`config.mk`:
```
export PLATFORM = sky130hd
export DESIGN_NAME = mac_pipe
export DESIGN_NICKNAME = d
export VERILOG_FILES = /design/src/rtl/mac_pipe.sv
export SDC_FILE = /design/constraint.sdc
export NUM_CORES = 2
export LEC_CHECK = 0
export CORE_UTILIZATION = 60
export DETAILED_ROUTE_END_ITERATION = 6
export DONT_BUFFER_PORTS = 1
export PLACE_DENSITY = 0.76
export SYNTH_ARGS = -nofsm -noshare
export SYNTH_HDL_FRONTEND = slang
export SYNTH_SLANG_ARGS = --single-unit
```
`constraint.sdc`:
```
create_clock -name clk -period 21.6 [get_ports clk]
set_input_delay 4.32 -clock clk [delete_from_list [all_inputs] [get_ports clk]]
set_output_delay 4.32 -clock clk [all_outputs]
set_load 0.05 [all_outputs]
```
`src/rtl/mac_pipe.sv`:
```
module mac_pipe #(
  parameter int DW = 32
) (
  input  logic          clk,
  input  logic          rst_n,
  input  logic          issue_valid,
  input  logic          op_acc,
  input  logic          op_wide,
  input  logic [1:0]    fmt,
  input  logic          op_sub,
  input  logic [1:0]    shift_sel,
  input  logic          x_hi,
  input  logic          y_hi,
  input  logic [DW-1:0] opx,
  input  logic [DW-1:0] opy,
  output logic          busy,
  output logic          res_valid,
  output logic [DW-1:0] res,
  input  logic          reg_req,
  input  logic          reg_we,
  input  logic [DW-1:0] reg_wdata,
  output logic          reg_done,
  output logic [DW-1:0] acc_q,
  output logic          ovf
);
  localparam int HW = DW / 2;
  localparam int AW = DW + 1;
  localparam int BW = HW + 1;
  localparam int MW = AW + BW;
  localparam int PW = 2 * DW + 4;
  localparam logic [1:0] F_UNS  = 2'd1;
  localparam logic [1:0] F_FRAC = 2'd2;

  logic                 v1, wide1, acc1, sub1, ph;
  logic [1:0]           fmt1, sh1;
  logic signed [AW-1:0] a1, b1;
  logic                 v2, wide2, acc2, sub2;
  logic [1:0]           fmt2, sh2;
  logic signed [PW-1:0] p2;

  wire iss_ok = issue_valid && !busy;
  wire empty  = !v1 && !v2;
  assign busy     = reg_req || (v1 && wide1);
  assign reg_done = reg_req && empty;

  wire          uns = (fmt == F_UNS);
  wire [HW-1:0] xh  = x_hi ? opx[DW-1:HW] : opx[HW-1:0];
  wire [HW-1:0] yh  = y_hi ? opy[DW-1:HW] : opy[HW-1:0];
  wire signed [AW-1:0] xa = op_wide ? {~uns & opx[DW-1], opx} : {{(AW-HW){~uns & xh[HW-1]}}, xh};
  wire signed [AW-1:0] yb = op_wide ? {~uns & opy[DW-1], opy} : {{(AW-HW){~uns & yh[HW-1]}}, yh};

  always_ff @(posedge clk or negedge rst_n)
    if (!rst_n) begin
      v1 <= 1'b0;
      ph <= 1'b0;
      v2 <= 1'b0;
    end else begin
      v1 <= iss_ok || (v1 && wide1 && !ph);
      ph <= v1 && wide1 && !ph;
      v2 <= v1 && (!wide1 || ph);
    end

  always_ff @(posedge clk)
    if (iss_ok) begin
      wide1 <= op_wide;
      acc1  <= op_acc;
      sub1  <= op_sub;
      fmt1  <= fmt;
      sh1   <= shift_sel;
      a1    <= xa;
      b1    <= yb;
    end

  wire signed [BW-1:0] mb = !wide1 ? b1[BW-1:0] : (ph ? b1[AW-1:HW] : {1'b0, b1[HW-1:0]});
  wire signed [MW-1:0] m  = a1 * mb;
  wire signed [PW-1:0] mx = {{(PW-MW){m[MW-1]}}, m};

  always_ff @(posedge clk)
    if (v1) begin
      p2    <= ph ? p2 + (mx <<< HW) : mx;
      wide2 <= wide1;
      acc2  <= acc1;
      sub2  <= sub1;
      fmt2  <= fmt1;
      sh2   <= sh1;
    end

  logic signed [PW-1:0] sp, tm, ae, sum;
  always_comb begin
    case (sh2)
      2'd1:    sp = p2 <<< 1;
      2'd2:    sp = p2 >>> 1;
      default: sp = p2;
    endcase
    tm = sp;
    if (fmt2 == F_FRAC) begin
      tm = sp <<< 1;
      if (wide2) tm = tm >>> DW;
    end
    ae  = (fmt2 == F_UNS) ? {{(PW-DW){1'b0}}, acc_q} : {{(PW-DW){acc_q[DW-1]}}, acc_q};
    sum = sub2 ? ae - tm : ae + tm;
  end

  wire big = (fmt2 == F_UNS) ? |sum[PW-1:DW]
                             : !((&sum[PW-1:DW-1]) || !(|sum[PW-1:DW-1]));

  always_ff @(posedge clk or negedge rst_n)
    if (!rst_n) begin
      acc_q     <= '0;
      ovf       <= 1'b0;
      res_valid <= 1'b0;
      res       <= '0;
    end else begin
      res_valid <= v2 && !acc2;
      if (v2 && !acc2) res <= tm[DW-1:0];
      if (reg_done && reg_we) begin
        acc_q <= reg_wdata;
        ovf   <= 1'b0;
      end else if (v2 && acc2) begin
        acc_q <= sum[DW-1:0];
        if (big) ovf <= 1'b1;
      end
    end


  mul_lat_chk: assert property (@(posedge clk) disable iff (!rst_n)
    (iss_ok && !op_wide && !op_acc) |=> ##2 res_valid);

  wide_lat_chk: assert property (@(posedge clk) disable iff (!rst_n)
    (iss_ok && op_wide && !op_acc) |=> ##3 res_valid);

  wide_hold_chk: assert property (@(posedge clk) disable iff (!rst_n)
    (iss_ok && op_wide) |=> busy ##1 busy);

  narrow_free_chk: assert property (@(posedge clk) disable iff (!rst_n)
    (iss_ok && !op_wide) |=> (busy == reg_req));

  ovf_clr_chk: assert property (@(posedge clk) disable iff (!rst_n)
    (reg_done && reg_we) |=> !ovf);

  ovf_src_chk: assert property (@(posedge clk) disable iff (!rst_n)
    $rose(ovf) |-> $past(v2 && acc2));

  req_stall_chk: assert property (@(posedge clk) disable iff (!rst_n)
    reg_req |=> !$rose(v1));
endmodule

```
# --- Yosys cells after proc, flatten, opt, wreduce, memory -nomap -nowiden ---
# Index checks and enable logic that the tools add are counted.
totals:
  register_bits: 217
op_classes:
  addsub: 3
  mul: 1
  eq_ne: 5
  mux: 18
  bitwise_logic: 5
  n_reduce_logical: 27
ops:
  columns: ["operator", "n"]
  rows:
  - ["$mux W68", 4]
  - ["$pmux W68 S2", 1]
  - ["$add A68 B66 Y68", 1]
  - ["$add A68 B68 Y68", 1]
  - ["$sub A68 B68 Y68", 1]
  - ["$mux W67", 1]
  - ["$mux W33", 2]
  - ["$mux W32", 2]
  - ["$mul A33 B17 Y50", 1]
  - ["$reduce_and A37 Y1", 1]
  - ["$reduce_or A37 Y1", 1]
  - ["$reduce_or A36 Y1", 1]
  - ["$mux W17", 2]
  - ["$mux W16", 2]
  - ["$logic_and A1 B1 Y1", 9]
  - ["$logic_not A1 Y1", 8]
  - ["$eq A2 B1 Y1 const B", 3]
  - ["$and A1 B1 Y1", 4]
  - ["$eq A2 B2 Y1 const B", 2]
  - ["$logic_or A1 B1 Y1", 4]
  - ["$mux W1", 4]
  - ["$reduce_bool A2 Y1", 2]
  - ["$reduce_and A2 Y1", 1]
  - ["$not A1 Y1", 1]

# --- Logic depth before layout (Yosys ltp) ---
logic_depth:
  ltp_word: 14
  ltp_mapped: 43
  mapped_depth_nobuf: 41

# --- Least setup slack after synthesis ---
# No wires, ideal clock.
synth_path:
  path_type: "register to register"
  startpoint: "register ph"
  endpoint: "register p2[65] (data pin)"
  setup_ps: 274
  arrival_ps: 9659
  required_time_ps: 21326
  slack_ps: 11668
  path_stages_with_launch: 43
  path_buffers: 3
  synth_period_minus_slack_ps: 9932
  path_cell_list: "dfrtp_1 > clkbuf_1 > nand2_1 > clkbuf_1 > mux2_2 > clkbuf_1 > and2_1 > fa_1 > inv_1 > fa_1 > fa_1 > inv_1 > fa_1 > fa_1 > inv_1 > fa_1 > inv_1 > ha_1 > [7 not listed] > a21oi_1 > nor2_1 > nor2_1 > xnor2_1 > ha_1 > a21oi_1 > o21bai_1 > a21o_1 > a221o_1 > a21oi_1 > nor2b_1 > o41ai_1 > a21o_1 > o21ai_1 > a211o_1 > o21ai_0 > xor2_1 > mux2i_1"
synth_between:
  elab_chain_cells: 5
synth_rtl:
  columns: ["element", "line_no", "text"]
  rows:
  - ["start: declaration", "34", "logic v1, wide1, acc1, sub1, ph;"]
  - ["start signal: assignment", "59", "ph <= v1 && wide1 && !ph;"]
  - ["$mux W17 (2 in series)", "74", "wire signed [BW-1:0] mb = !wide1 ? b1[BW-1:0] : (ph ? b1[AW-1:HW] : {1'b0, b1[HW-1:0]});"]
  - ["$mul A33 B17 Y50", "75", "wire signed [MW-1:0] m = a1 * mb;"]
  - ["$add A68 B66 Y68", "80", "p2 <= ph ? p2 + (mx <<< HW) : mx;"]
  - ["$mux W68 (*)", "80", null]
  - ["end signal: assignment", "80", null]
  - ["end: declaration", "39", "logic signed [PW-1:0] p2;"]
# Mark *: on every way between the ends. The rest lies on a longest branch, timed or not.
# A chain may end at the register's enable or synchronous reset.

# --- Final worst setup path ---
# Ends and elaborated chain as after synthesis.

==> out/results.txt <==
Setup-failing EPs final: 0
pre-CTS WS: 10.00 ns
Async SR Flop Fraction: 31.8%
footprint of the multi-input gates: 30200 um2
Post-DRT Antenna Nets: 0
RR Startpoint: ph
status: completed
Post-synth EDFFs: 148
CTS sink cnt: 217
vias in the first global route: 32400
R2R setup slack: 9.92 ns
flops & latches, synth: 217
synth top area cells: fa_1 (27%), edfxtp_1 (11%), ha_1 (7.6%)
largest net degree at the start of global routing: 75
Clock Pin Slew Worst Setup and Hold Paths: 0.06 ns
Final TNS setup: 0 ns
routed wire length: 108 mm
syn nets: 5332
DP HPWL: 84.3 mm
Mean Syn Cell Area: 8.96 um2
GR Util met3: 5.33%
Rows: 94
DRC: 0
HP Class: reg -> reg
Slew Limit Fails: 0
CP bufs+invs: 4
top_reg_cell synth: edfxtp_1
setup ws final: 9.92 ns
post-synth cell types: 97
CP dominant cell by count: fa_1
met2 track demand over resource: 54.2%
critical path depth: 39
nets: 5163
WS Path Type: reg -> reg
hold-fix buffer count after cts: 0
Vias/cell: 6.18
Slew headroom: 22.1%
Crit. End Element: flip-flop
vias: 31800
die area: 67400 um2
sequential element share of the synthesized area: 15.5%
worst r2r dst: p2[65]
starting density of the core: 60.6%
CP startpoint kind: flip-flop
Final Hold Viols: 0
Crit path largest cell delay: 0.95 ns
clk buf depth: 3
Crit path required time: 21.89 ns
Yosys top cell by area: fa_1
first drt pass iteration count: 6
FMAX: 85.6 MHz
Detailed Route Iter0 Violations: 2792
Worst-Margin Slew: 1.16 ns
unrepaired setup endpoints after global routing: false
busiest grt layer: met2
Cell Area, Placed: 40200 um2
Fill cells: 5531
min Tclk post-route: 11.68 ns
period utilization: 54.1%
register cell area after layout: 6170 um2
grt met1 use: 41.2%
Synth-to-Final Area Change: 3.04%
Die W: 260 um
Setup Fix Bufs, Post-CTS: 0
number of antenna violations at the first check in global routing: 0
Syn Inst Count: 4441
crit-path max FO: 55
H-tree Lvls: 1
clk_skew: 0.0224 ns
share of the synthesized area in the top cell type: 27.1%
R2R cell count: 39
number of buffers created by CTS: 24
layout cells sized above 1: 6.13%
die extent in y: 260 um
Worst Path Arrival: 11.97 ns
drt wl/cell: 20.9 um
Resize count post-CTS: 0
core area: 65700 um2
root buffer cell: clkbuf_16
first-pass GRT wire length: 172 mm
CP max-delay cell: mux2_2
synthesized cell area: 39800 um2
CP startpoint: ph
GR Util All Layers: 32.4%
Final GP Congestion: 1.00
crit-path leading delay family: compound AO/OA/AOI/OAI gates
Ports: 178
Max Cap Viol: 0
CP Capture Point: p2[65]
Clock Latency Late Sink: 0.56 ns
synth warn: 0
grt ovf: 0
PortBufs: 0
Post-Layout Inst Area: 41000 um2
n_diodes: 0
CTS tree: yes
-- registers in the layout, summed over array words and instances (netlist names), 2 cells and up --
| signal | flops |
|---|---|
| p2 | 68 |
| a1 | 33 |
| b1 | 33 |
| acc_q | 32 |
| res | 32 |
| fmt1 | 2 |
| fmt2 | 2 |
| sh1 | 2 |
| sh2 | 2 |
-- cell usage in the layout, fill, tap and decap left out, types with 30 or more instances in the layout --
cell type,synthesis,final
inv_1,652,652
fa_1,538,538
nand2_1,521,521
ha_1,243,241
a21oi_1,231,231
and2_1,226,224
nor2_1,169,169
o21ai_0,165,165
edfxtp_1,148,148
a21o_1,125,125
xnor2_1,115,115
xor2_1,109,109
nor2b_1,102,101
mux2_2,84,84
dfrtp_1,69,67
nand3_1,54,54
a22o_1,44,44
a31oi_1,44,43
mux4_2,38,38
nand4_1,36,36
a22oi_1,35,35
mux2i_1,37,35
o21ai_1,32,32
buf_4,9,32
nor3_1,31,30
-- cell families (layout without fill, tap and decap cells) --
group	count (synthesis)	in the layout	synth area share (%)
buf+inv	882	731	8.78
fa+ha+maj	781	781	34.7
mux	163	163	5.64
simple gates	1269	1269	15.6
flops	217	217	15.5
compound gates	905	905	14.8
xor+xnor	224	224	4.93
-- per-stage QoR --
stage / hold slack [ns] / utilization (%) / instances
after global placement: 0.406 / 61.1 / 5110
after floorplan: 0.400 / - / 4441
after global routing: 0.425 / 62.4 / 5154
after detailed placement: 0.407 / 61.1 / 5110
after CTS: 0.420 / 62.4 / 5154
final: 0.422 / 62.4 / 5154
-- layer usage --
| layer | wire (um) | vias to the layer above | part of all wire [%] |
|---|---|---|---|
| met2 | 51200 | 1438 | 48 |
| met1 | 42700 | 15700 | 40 |
| met4 | 5170 | 0 | 4.8 |
| met3 | 8590 | 264 | 8.0 |
| met5 | 0 | - | 0 |
| li1 | - | 14400 | - |
-- worst min path at each step --
| stage | end | startpoint | cells past startpoint | slack (ns) |
|---|---|---|---|---|
| after floorplan | acc2 | acc1 | 0 | 0.40 |
| after global placement | sh2[1] | sh1[1] | 0 | 0.41 |
| after detailed placement | sh2[0] | sh1[0] | 0 | 0.41 |
| after CTS | sh2[0] | sh1[0] | 0 | 0.42 |
| after global routing | sh2[0] | sh1[0] | 0 | 0.42 |
| final | sh2[0] | sh1[0] | 0 | 0.42 |
-- Yosys cell counts, drive strengths merged (6+ instances only) --
| cell type | n |
|---|---|
| a211o | 23 |
| a211oi | 20 |
| a21o | 125 |
| a21oi | 231 |
| a221oi | 9 |
| a22o | 45 |
| a22oi | 35 |
| a31oi | 44 |
| a41oi | 8 |
| and2 | 226 |
| and3 | 20 |
| and4 | 6 |
| buf | 46 |
| clkbuf | 181 |
| dfrtp | 69 |
| edfxtp | 148 |
| fa | 538 |
| ha | 243 |
| inv | 655 |
| mux2 | 84 |
| mux2i | 41 |
| mux4 | 38 |
| nand2 | 522 |
| nand2b | 27 |
| nand3 | 54 |
| nand4 | 37 |
| nor2 | 169 |
| nor2b | 102 |
| nor3 | 32 |
| nor4 | 13 |
| o211a | 6 |
| o211ai | 29 |
| o21a | 22 |
| o21ai | 199 |
| o21bai | 27 |
| o31a | 10 |
| o31ai | 14 |
| o41ai | 6 |
| or2 | 27 |
| or3 | 12 |
| xnor2 | 115 |
| xor2 | 109 |
-- final cells by class --
| cell class | count | area share (%) |
|---|---|---|
| clock inverters | 13 | 0.467 |
| repair buffers | 32 | 0.586 |
| clock buffers | 31 | 1.63 |
| inverters | 655 | 5.99 |
| flip-flops and latches | 217 | 15.0 |
| well taps | 864 | 2.64 |
| multi-input cells | 3342 | 73.6 |
Power is left out: the tool's default activity adds up to more than one toggle a clock period on the data nets, which glitch-free logic cannot reach.
